===== config.mk =====
export PLATFORM = sky130hd
export DESIGN_NAME = chan_cfg_slave
export DESIGN_NICKNAME = d
export VERILOG_FILES = /design/src/rtl/chan_cfg_pkg.sv /design/src/rtl/chan_cfg_store.sv /design/src/rtl/chan_cfg_regs.sv /design/src/rtl/chan_cfg_seq.sv /design/src/rtl/chan_cfg_slave.sv
export SDC_FILE = /design/constraint.sdc
export NUM_CORES = 1
export LEC_CHECK = 0
export BUFFER_PORTS_ARGS = -buffer_cell sky130_fd_sc_hd__clkbuf_2
export CORE_MARGIN = 10
export CORE_UTILIZATION = 45
export CTS_CLUSTER_DIAMETER = 60
export CTS_CLUSTER_SIZE = 12
export DETAILED_ROUTE_END_ITERATION = 16
export GPL_TIMING_DRIVEN = 1
export PLACE_DENSITY = 0.68
export RECOVER_POWER = 100
export SLEW_MARGIN = 20
export SYNTH_ARGS = -nofsm -noshare
export SYNTH_HDL_FRONTEND = slang
export SYNTH_SLANG_ARGS = --single-unit

===== constraint.sdc =====
create_clock -name clk -period 5.3 [get_ports clk]
set_input_delay 0.265 -clock clk [delete_from_list [all_inputs] [get_ports clk]]
set_output_delay 0.265 -clock clk [all_outputs]
set_load 0.05 [all_outputs]

===== src/rtl/chan_cfg_pkg.sv =====
package chan_cfg_pkg;
  // Word addresses of the host-visible registers.
  localparam logic [3:0] A_CHAN = 4'h8;
  localparam logic [3:0] A_CSR  = 4'hA;
  localparam logic [3:0] A_OFFS = 4'hB;
  localparam logic [3:0] A_DATA = 4'hC;

  // Control/status bit positions.
  localparam int CSR_WR_BIT   = 0;
  localparam int CSR_RD_BIT   = 1;
  localparam int CSR_BUSY_BIT = 8;
  localparam int CSR_ERR_BIT  = 9;

  // Feature offsets with an analog meaning.
  localparam int FEAT_DRIVE  = 0;
  localparam int FEAT_PRETAP = 1;

  typedef struct packed {
    logic wr;
    logic rd;
  } cmd_t;
endpackage


===== src/rtl/chan_cfg_store.sv =====
module chan_cfg_store #(
  parameter int DEPTH = 32,
  parameter int SET_W = 6,
  localparam int AW = (DEPTH > 1) ? $clog2(DEPTH) : 1
) (
  input  logic             clk,
  input  logic             rst_n,
  input  logic             we_i,
  input  logic [AW-1:0]    idx_i,
  input  logic [SET_W-1:0] wdata_i,
  output logic [SET_W-1:0] rdata_o
);
  logic [SET_W-1:0] ent [DEPTH];

  for (genvar g = 0; g < DEPTH; g++) begin : g_ent
    always_ff @(posedge clk or negedge rst_n) begin
      if (!rst_n)
        ent[g] <= '0;
      else if (we_i && (idx_i == AW'(g)))
        ent[g] <= wdata_i;
    end
  end

  always_comb begin
    rdata_o = '0;
    for (int i = 0; i < DEPTH; i++)
      if (idx_i == AW'(i)) rdata_o = ent[i];
  end
endmodule


===== src/rtl/chan_cfg_regs.sv =====
module chan_cfg_regs
  import chan_cfg_pkg::*;
#(
  parameter int IDX_W  = 8,
  parameter int DATA_W = 32
) (
  input  logic              clk,
  input  logic              rst_n,
  input  logic [3:0]        addr_i,
  input  logic              wr_i,
  input  logic              rd_i,
  input  logic [DATA_W-1:0] wdata_i,
  input  logic              busy_i,
  input  logic              err_i,
  input  logic              load_i,
  input  logic [DATA_W-1:0] load_val_i,
  output logic [DATA_W-1:0] rdata_o,
  output logic [IDX_W-1:0]  ch_o,
  output logic [IDX_W-1:0]  off_o,
  output logic [DATA_W-1:0] data_o,
  output cmd_t              cmd_o
);
  logic [IDX_W-1:0]  ch_q, off_q;
  logic [DATA_W-1:0] data_q, rmux, rdata_q;

  always_ff @(posedge clk or negedge rst_n) begin
    if (!rst_n) begin
      ch_q   <= '0;
      off_q  <= '0;
      data_q <= '0;
    end else begin
      if (wr_i && addr_i == A_CHAN) ch_q  <= wdata_i[IDX_W-1:0];
      if (wr_i && addr_i == A_OFFS) off_q <= wdata_i[IDX_W-1:0];
      // A completing fetch takes priority over a host write.
      if (load_i)
        data_q <= load_val_i;
      else if (wr_i && addr_i == A_DATA)
        data_q <= wdata_i;
    end
  end

  // Command bits are pulses only; they are never stored.
  always_comb begin
    cmd_o.wr = wr_i && (addr_i == A_CSR) && wdata_i[CSR_WR_BIT];
    cmd_o.rd = wr_i && (addr_i == A_CSR) && wdata_i[CSR_RD_BIT] && !wdata_i[CSR_WR_BIT];
  end

  always_comb begin
    rmux = '0;
    unique case (addr_i)
      A_CHAN: rmux = DATA_W'(ch_q);
      A_OFFS: rmux = DATA_W'(off_q);
      A_DATA: rmux = data_q;
      A_CSR: begin
        rmux[CSR_BUSY_BIT] = busy_i;
        rmux[CSR_ERR_BIT]  = err_i;
      end
      default: rmux = '0;
    endcase
  end

  always_ff @(posedge clk or negedge rst_n) begin
    if (!rst_n)    rdata_q <= '0;
    else if (rd_i) rdata_q <= rmux;
  end

  assign rdata_o = rdata_q;
  assign ch_o    = ch_q;
  assign off_o   = off_q;
  assign data_o  = data_q;

  a_r5_load_wins: assert property (@(posedge clk) disable iff (!rst_n)
    load_i |=> (data_q == $past(load_val_i)));

  a_r8_single_cmd: assert property (@(posedge clk) disable iff (!rst_n)
    !(cmd_o.wr && cmd_o.rd));
endmodule


===== src/rtl/chan_cfg_seq.sv =====
module chan_cfg_seq
  import chan_cfg_pkg::*;
#(
  parameter int NUM_CH   = 8,
  parameter int NUM_FEAT = 4,
  parameter int SET_W    = 6,
  parameter int IDX_W    = 8,
  parameter int DATA_W   = 32,
  parameter int BUSY_CYC = 4,
  localparam int DEPTH = NUM_CH * NUM_FEAT,
  localparam int AW    = (DEPTH > 1) ? $clog2(DEPTH) : 1,
  localparam int CNT_W = $clog2(BUSY_CYC + 1)
) (
  input  logic              clk,
  input  logic              rst_n,
  input  cmd_t              cmd_i,
  input  logic [IDX_W-1:0]  ch_i,
  input  logic [IDX_W-1:0]  off_i,
  input  logic [SET_W-1:0]  data_i,
  input  logic [SET_W-1:0]  st_rdata_i,
  output logic              st_we_o,
  output logic [AW-1:0]     st_idx_o,
  output logic [SET_W-1:0]  st_wdata_o,
  output logic              load_o,
  output logic [DATA_W-1:0] load_val_o,
  output logic              busy_o,
  output logic              err_o
);
  logic [CNT_W-1:0] cnt_q;
  logic             cap_wr_q, err_q;
  logic [IDX_W-1:0] cap_ch_q, cap_off_q;
  logic [SET_W-1:0] cap_dat_q;
  logic             accept, done, in_rng;
  int unsigned      lin;

  assign busy_o = (cnt_q != '0);
  assign accept = (cmd_i.wr || cmd_i.rd) && !busy_o;
  assign done   = (cnt_q == CNT_W'(1));

  always_comb begin
    in_rng = (int'(cap_ch_q) < NUM_CH) && (int'(cap_off_q) < NUM_FEAT);
    lin    = int'(cap_ch_q) * NUM_FEAT + int'(cap_off_q);
  end

  always_ff @(posedge clk or negedge rst_n) begin
    if (!rst_n) begin
      cnt_q     <= '0;
      cap_wr_q  <= 1'b0;
      cap_ch_q  <= '0;
      cap_off_q <= '0;
      cap_dat_q <= '0;
      err_q     <= 1'b0;
    end else begin
      if (accept) begin
        cnt_q     <= CNT_W'(BUSY_CYC);
        cap_wr_q  <= cmd_i.wr;
        cap_ch_q  <= ch_i;
        cap_off_q <= off_i;
        cap_dat_q <= data_i;
      end else if (busy_o) begin
        cnt_q <= cnt_q - CNT_W'(1);
      end
      if (done) err_q <= !in_rng;
    end
  end

  assign st_idx_o   = in_rng ? AW'(lin) : '0;
  assign st_wdata_o = cap_dat_q;
  assign st_we_o    = done && cap_wr_q && in_rng;
  assign load_o     = done && !cap_wr_q && in_rng;
  assign load_val_o = DATA_W'(st_rdata_i);
  assign err_o      = err_q;

  a_r3_busy_starts: assert property (@(posedge clk) disable iff (!rst_n)
    accept |=> busy_o);

  a_r3_busy_holds: assert property (@(posedge clk) disable iff (!rst_n)
    (busy_o && !done) |=> busy_o);

  a_r6_ignore_busy: assert property (@(posedge clk) disable iff (!rst_n)
    ((cmd_i.wr || cmd_i.rd) && busy_o) |=> ($stable(cap_ch_q) && $stable(cap_off_q) && $stable(cap_dat_q)));

  a_r7_err_at_end: assert property (@(posedge clk) disable iff (!rst_n)
    !$stable(err_q) |-> $fell(busy_o));

  a_r4_store_at_end: assert property (@(posedge clk) disable iff (!rst_n)
    st_we_o |=> !busy_o);
endmodule


===== src/rtl/chan_cfg_slave.sv =====
module chan_cfg_slave
  import chan_cfg_pkg::*;
#(
  parameter int NUM_CH   = 8,
  parameter int NUM_FEAT = 4,
  parameter int SET_W    = 6,
  parameter int IDX_W    = 8,
  parameter int DATA_W   = 32,
  parameter int BUSY_CYC = 4,
  localparam int DEPTH = NUM_CH * NUM_FEAT,
  localparam int AW    = (DEPTH > 1) ? $clog2(DEPTH) : 1
) (
  input  logic              clk,
  input  logic              rst_n,
  input  logic [3:0]        addr_i,
  input  logic              wr_i,
  input  logic              rd_i,
  input  logic [DATA_W-1:0] wdata_i,
  output logic [DATA_W-1:0] rdata_o
);
  cmd_t              cmd;
  logic [IDX_W-1:0]  ch, off;
  logic [DATA_W-1:0] data, load_val;
  logic              busy, err, load, st_we;
  logic [AW-1:0]     st_idx;
  logic [SET_W-1:0]  st_wdata, st_rdata;

  chan_cfg_regs #(.IDX_W(IDX_W), .DATA_W(DATA_W)) u_regs (
    .clk(clk), .rst_n(rst_n), .addr_i(addr_i), .wr_i(wr_i), .rd_i(rd_i),
    .wdata_i(wdata_i), .busy_i(busy), .err_i(err), .load_i(load),
    .load_val_i(load_val), .rdata_o(rdata_o), .ch_o(ch), .off_o(off),
    .data_o(data), .cmd_o(cmd)
  );

  chan_cfg_seq #(
    .NUM_CH(NUM_CH), .NUM_FEAT(NUM_FEAT), .SET_W(SET_W), .IDX_W(IDX_W),
    .DATA_W(DATA_W), .BUSY_CYC(BUSY_CYC)
  ) u_seq (
    .clk(clk), .rst_n(rst_n), .cmd_i(cmd), .ch_i(ch), .off_i(off),
    .data_i(data[SET_W-1:0]), .st_rdata_i(st_rdata), .st_we_o(st_we),
    .st_idx_o(st_idx), .st_wdata_o(st_wdata), .load_o(load),
    .load_val_o(load_val), .busy_o(busy), .err_o(err)
  );

  chan_cfg_store #(.DEPTH(DEPTH), .SET_W(SET_W)) u_store (
    .clk(clk), .rst_n(rst_n), .we_i(st_we), .idx_i(st_idx),
    .wdata_i(st_wdata), .rdata_o(st_rdata)
  );

  // Upper data bits are kept for readback only.
  logic unused_hi;
  assign unused_hi = ^data[DATA_W-1:SET_W];
endmodule


==> qor.csv <==
stage,metric,value,unit
route,Routed WL,41500,um
route,via count,10600,
placement,PortBufs,71,
floorplanning,initial core utilization,45.7,%
logic_synthesis,mean post-synth cell area,11.4,um2
logic_synthesis,Post-synth EDFFs,0,
clock_network,post-CTS resize count,0,
layout,Final nets,1388,
timing,RSZ-0062 raised after global routing,no,
clock_network,Root Buffer,clkbuf_16,
floorplanning,Die Footprint,0.0397,mm2
placement,dpl cell area,0.0152,mm2
clock_network,CTS max path bufs,3,
power,P_leak,7.22,nW
timing,clock skew,0.0223,ns
logic_synthesis,Synth Flop Type,dfrtp_1,
timing,max-slew violations,216,
setup_path,required time of the critical path,5.75,ns
logic_synthesis,Synth Warn #,0,
timing,crit path time final,4.64,ns
setup_path,"CP delay by family, top",simple AND/OR/NAND/NOR gates,
timing,Final Hold Vio Count,0,
layout,Antenna Cells,0,
hold_path,HP Start,wdata_i[0],
logic_synthesis,"Distinct cells, synth",80,
timing,Slew HR,-125,%
floorplanning,# IOs,72,
layout,fillcell total,2835,
setup_path,reg-to-reg critical path startpoint,u_seq.cap_ch_q[7],
global_route,largest net degree at the start of global routing,136,
route,Initial DRT Pass Iterations,5,
layout,cell area after layout,0.0161,mm2
floorplanning,die width,199,um
logic_synthesis,register area share after synthesis,51.8,%
setup_path,Buf/Inv on CP,0,
logic_synthesis,post-synth top area share,51.8,%
timing,setup TNS,0,ns
layout,footprint of the multi-input gates,0.00636,mm2
logic_synthesis,Synth area leader,dfrtp_1,
hold_path,Hold Path Class,input port to flop,
logic_synthesis,syn nets,1315,
setup_path,CP max stage cell,nor3_1,
timing,Fmax,0.216,GHz
clock_network,clock transition at the registers of the reported paths,0.06,ns
logic_synthesis,Syn Std Cell Area,0.0145,mm2
timing,Worst Tran Pin Value,3.38,ns
clock_network,CTS Sinks,299,
global_route,first-pass GRT wire length,64300,um
power,Power Dens Cells,380,mW/mm2
layout,"commonest non-fill, non-tap cell in the layout",dfrtp_1,
setup_path,CP max FO,18,
floorplanning,die height,199,um
route,vias per cell,6.07,
global_route,GRT overflow,0,
logic_synthesis,cells after synthesis,1270,
logic_synthesis,"Async S/R FF share, synth",100,%
placement,DP Wirelength,27100,um
setup_path,Critical Path Start,u_seq.cap_ch_q[7],
setup_path,worst path arrival time,5.09,ns
setup_path,worst setup path class,flop to flop,
setup_path,crit-path max cell delay,0.94,ns
logic_synthesis,"flops & latches, synth",299,
layout,most frequent cells in the layout,"dfrtp_1, mux2_2, nand2_1",
route,Wirelength per Cell,23.6,um
timing,Final setup viols,0,
global_route,antenna violations before repair,0,
global_route,vias in the first global route,10800,
global_route,Total GRT Usage,20.7,%
clock_network,clk_lat worst skew,0.57,ns
clock_network,CTS Buf Count,31,
setup_path,Worst setup SP type,flop,
outcome,failing checks,"capacitance limit, slew limit",
logic_synthesis,Synth area leaders,"dfrtp_1, mux2_2, nand2_1",
job,max capacitance violation total,2,
clock_network,H-tree depth,1,
layout,fraction of layout cells with a size suffix above 1,26.4,%
route,Routed Antenna Nets,0,
floorplanning,CORE AREA,0.0316,mm2
floorplanning,row count,65,
layout,FF/Latch Area,0.00748,mm2
clock_network,CTS tree,yes,
power,Max VDD drop,0.259,mV
layout,Layout area overhead,11.6,%
route,DRT iter0 DRCs,1181,
route,DRC violations left,0,
placement,Final GP Congestion,0.955,
outcome,status,"finished, violations left",
timing,Final period util,87.5,%
setup_path,nature of the critical path endpoint,flop,
setup_path,crit path cell chain,"or4_1, nor3_4, and3_1, nand2_1, nor3_1, mux2_2",
-- cell families after synthesis --
logic type | count (synthesis) | synth area share, %
AND/OR/NAND/NOR | 340 | 12.2
flip-flops | 299 | 51.8
multiplexers | 266 | 20.8
AO/OA/AOI/OAI | 242 | 11.2
buffers and inverters | 114 | 3.08
adder cells (fa/ha/maj) | 5 | 0.485
XOR/XNOR | 4 | 0.494
-- metal layers --
layer,up-vias,GRT usage [%],wire (um)
li1,4774,-,-
met3,70,4.15,3440
met5,-,0,0
met4,0,5.79,1070
met1,5362,29.1,18400
met2,434,31.7,18500
-- synth_stat cells (7+ instances only) --
| cell type | instances |
|---|---|
| dfrtp_1 | 299 |
| mux2_2 | 248 |
| nand2_1 | 136 |
| a21oi_1 | 70 |
| clkbuf_1 | 61 |
| nor2_1 | 58 |
| o22ai_1 | 39 |
| inv_1 | 30 |
| o21ai_0 | 27 |
| nand3_1 | 24 |
| nor3_1 | 24 |
| mux2i_1 | 15 |
| a22oi_1 | 14 |
| a211oi_1 | 12 |
| nor2b_1 | 12 |
| nor2_4 | 11 |
| nor4_1 | 11 |
| a221oi_1 | 10 |
| buf_1 | 10 |
| buf_2 | 10 |
| o221ai_1 | 9 |
| nand2b_1 | 8 |
| nand4_1 | 8 |
| o32a_1 | 7 |
-- cell type report --
cell class              instances  share of cell area [%]
clock buffers                  35                    4.90
clock inverters                 6                   0.473
inverters                      31                   0.722
multi-input cells             857                    39.5
flip-flops and latches        299                    46.4
well taps                     402                    3.12
repair buffers                123                    4.90
-- worst register-to-register path, cell delays in order (launching register included) --
cell and delay [ns]:
dfrtp_1 0.41, or4_1 0.86, nor3_4 0.74, and3_1 0.67, nand2_1 0.47, nor3_1 0.94, mux2_2 0.43
-- worst paths after layout --
kind | end | slack, ns | depth (start not counted)
max in group asynchronous | u_store.ent[65] | 1.30 | 3
setup reg to reg | u_store.ent[182] | 0.66 | 6
setup / recovery | u_store.ent[182] | 0.66 | 6
hold reg to reg | u_store.ent[119] | 0.50 | 1
min in group asynchronous | u_store.ent[180] | 0.26 | 2
hold / removal | u_seq.cap_wr_q | 0.01 | 2
-- what timing repair did --
| item | in CTS | in global routing |
|---|---|---|
| buffers inserted | 0 | 0 |
| hold buffers | 31 | 0 |
| endpoints found under the hold margin | 123 | 0 |
-- stage by stage --
step | hold slack [ns] | power, mW | setup slack, ns | instances | util [%]
2_1_floorplan | -0.0306 | 3.66 | 2.22 | 1270 | -
3_3_place_gp | 0.308 | 4.17 | 1.19 | 1681 | 47.9
3_5_place_dp | 0.314 | 4.19 | 1.27 | 1681 | 47.9
4_1_cts | 0.00415 | 6.19 | 1.26 | 1753 | 51.7
5_1_grt | 0.00886 | 6.41 | 0.547 | 1753 | 51.0
6_report | 0.0138 | 6.13 | 0.660 | 1753 | 51.0
-- flip-flops by register name, indices dropped and copies added (netlist names) --
name	cells
u_store.ent	192
u_regs.off_o	8
u_seq.cap_wr_q	1
u_seq.cap_off_q	8
u_regs.data_o	32
u_regs.rdata_o	32
u_regs.ch_o	8
u_seq.cap_ch_q	8
u_seq.st_wdata_o	6
u_seq.cnt_q	3
u_seq.err_o	1
-- power breakdown --
group          leakage [nW]  switching [mW]  internal (mW)
Clock                 0.425           0.878           1.10
Combinational          2.70            1.08          0.443
Sequential             4.10           0.151           2.48
Total                  7.22            2.11           4.02
(Power assumes the default switching activity.)
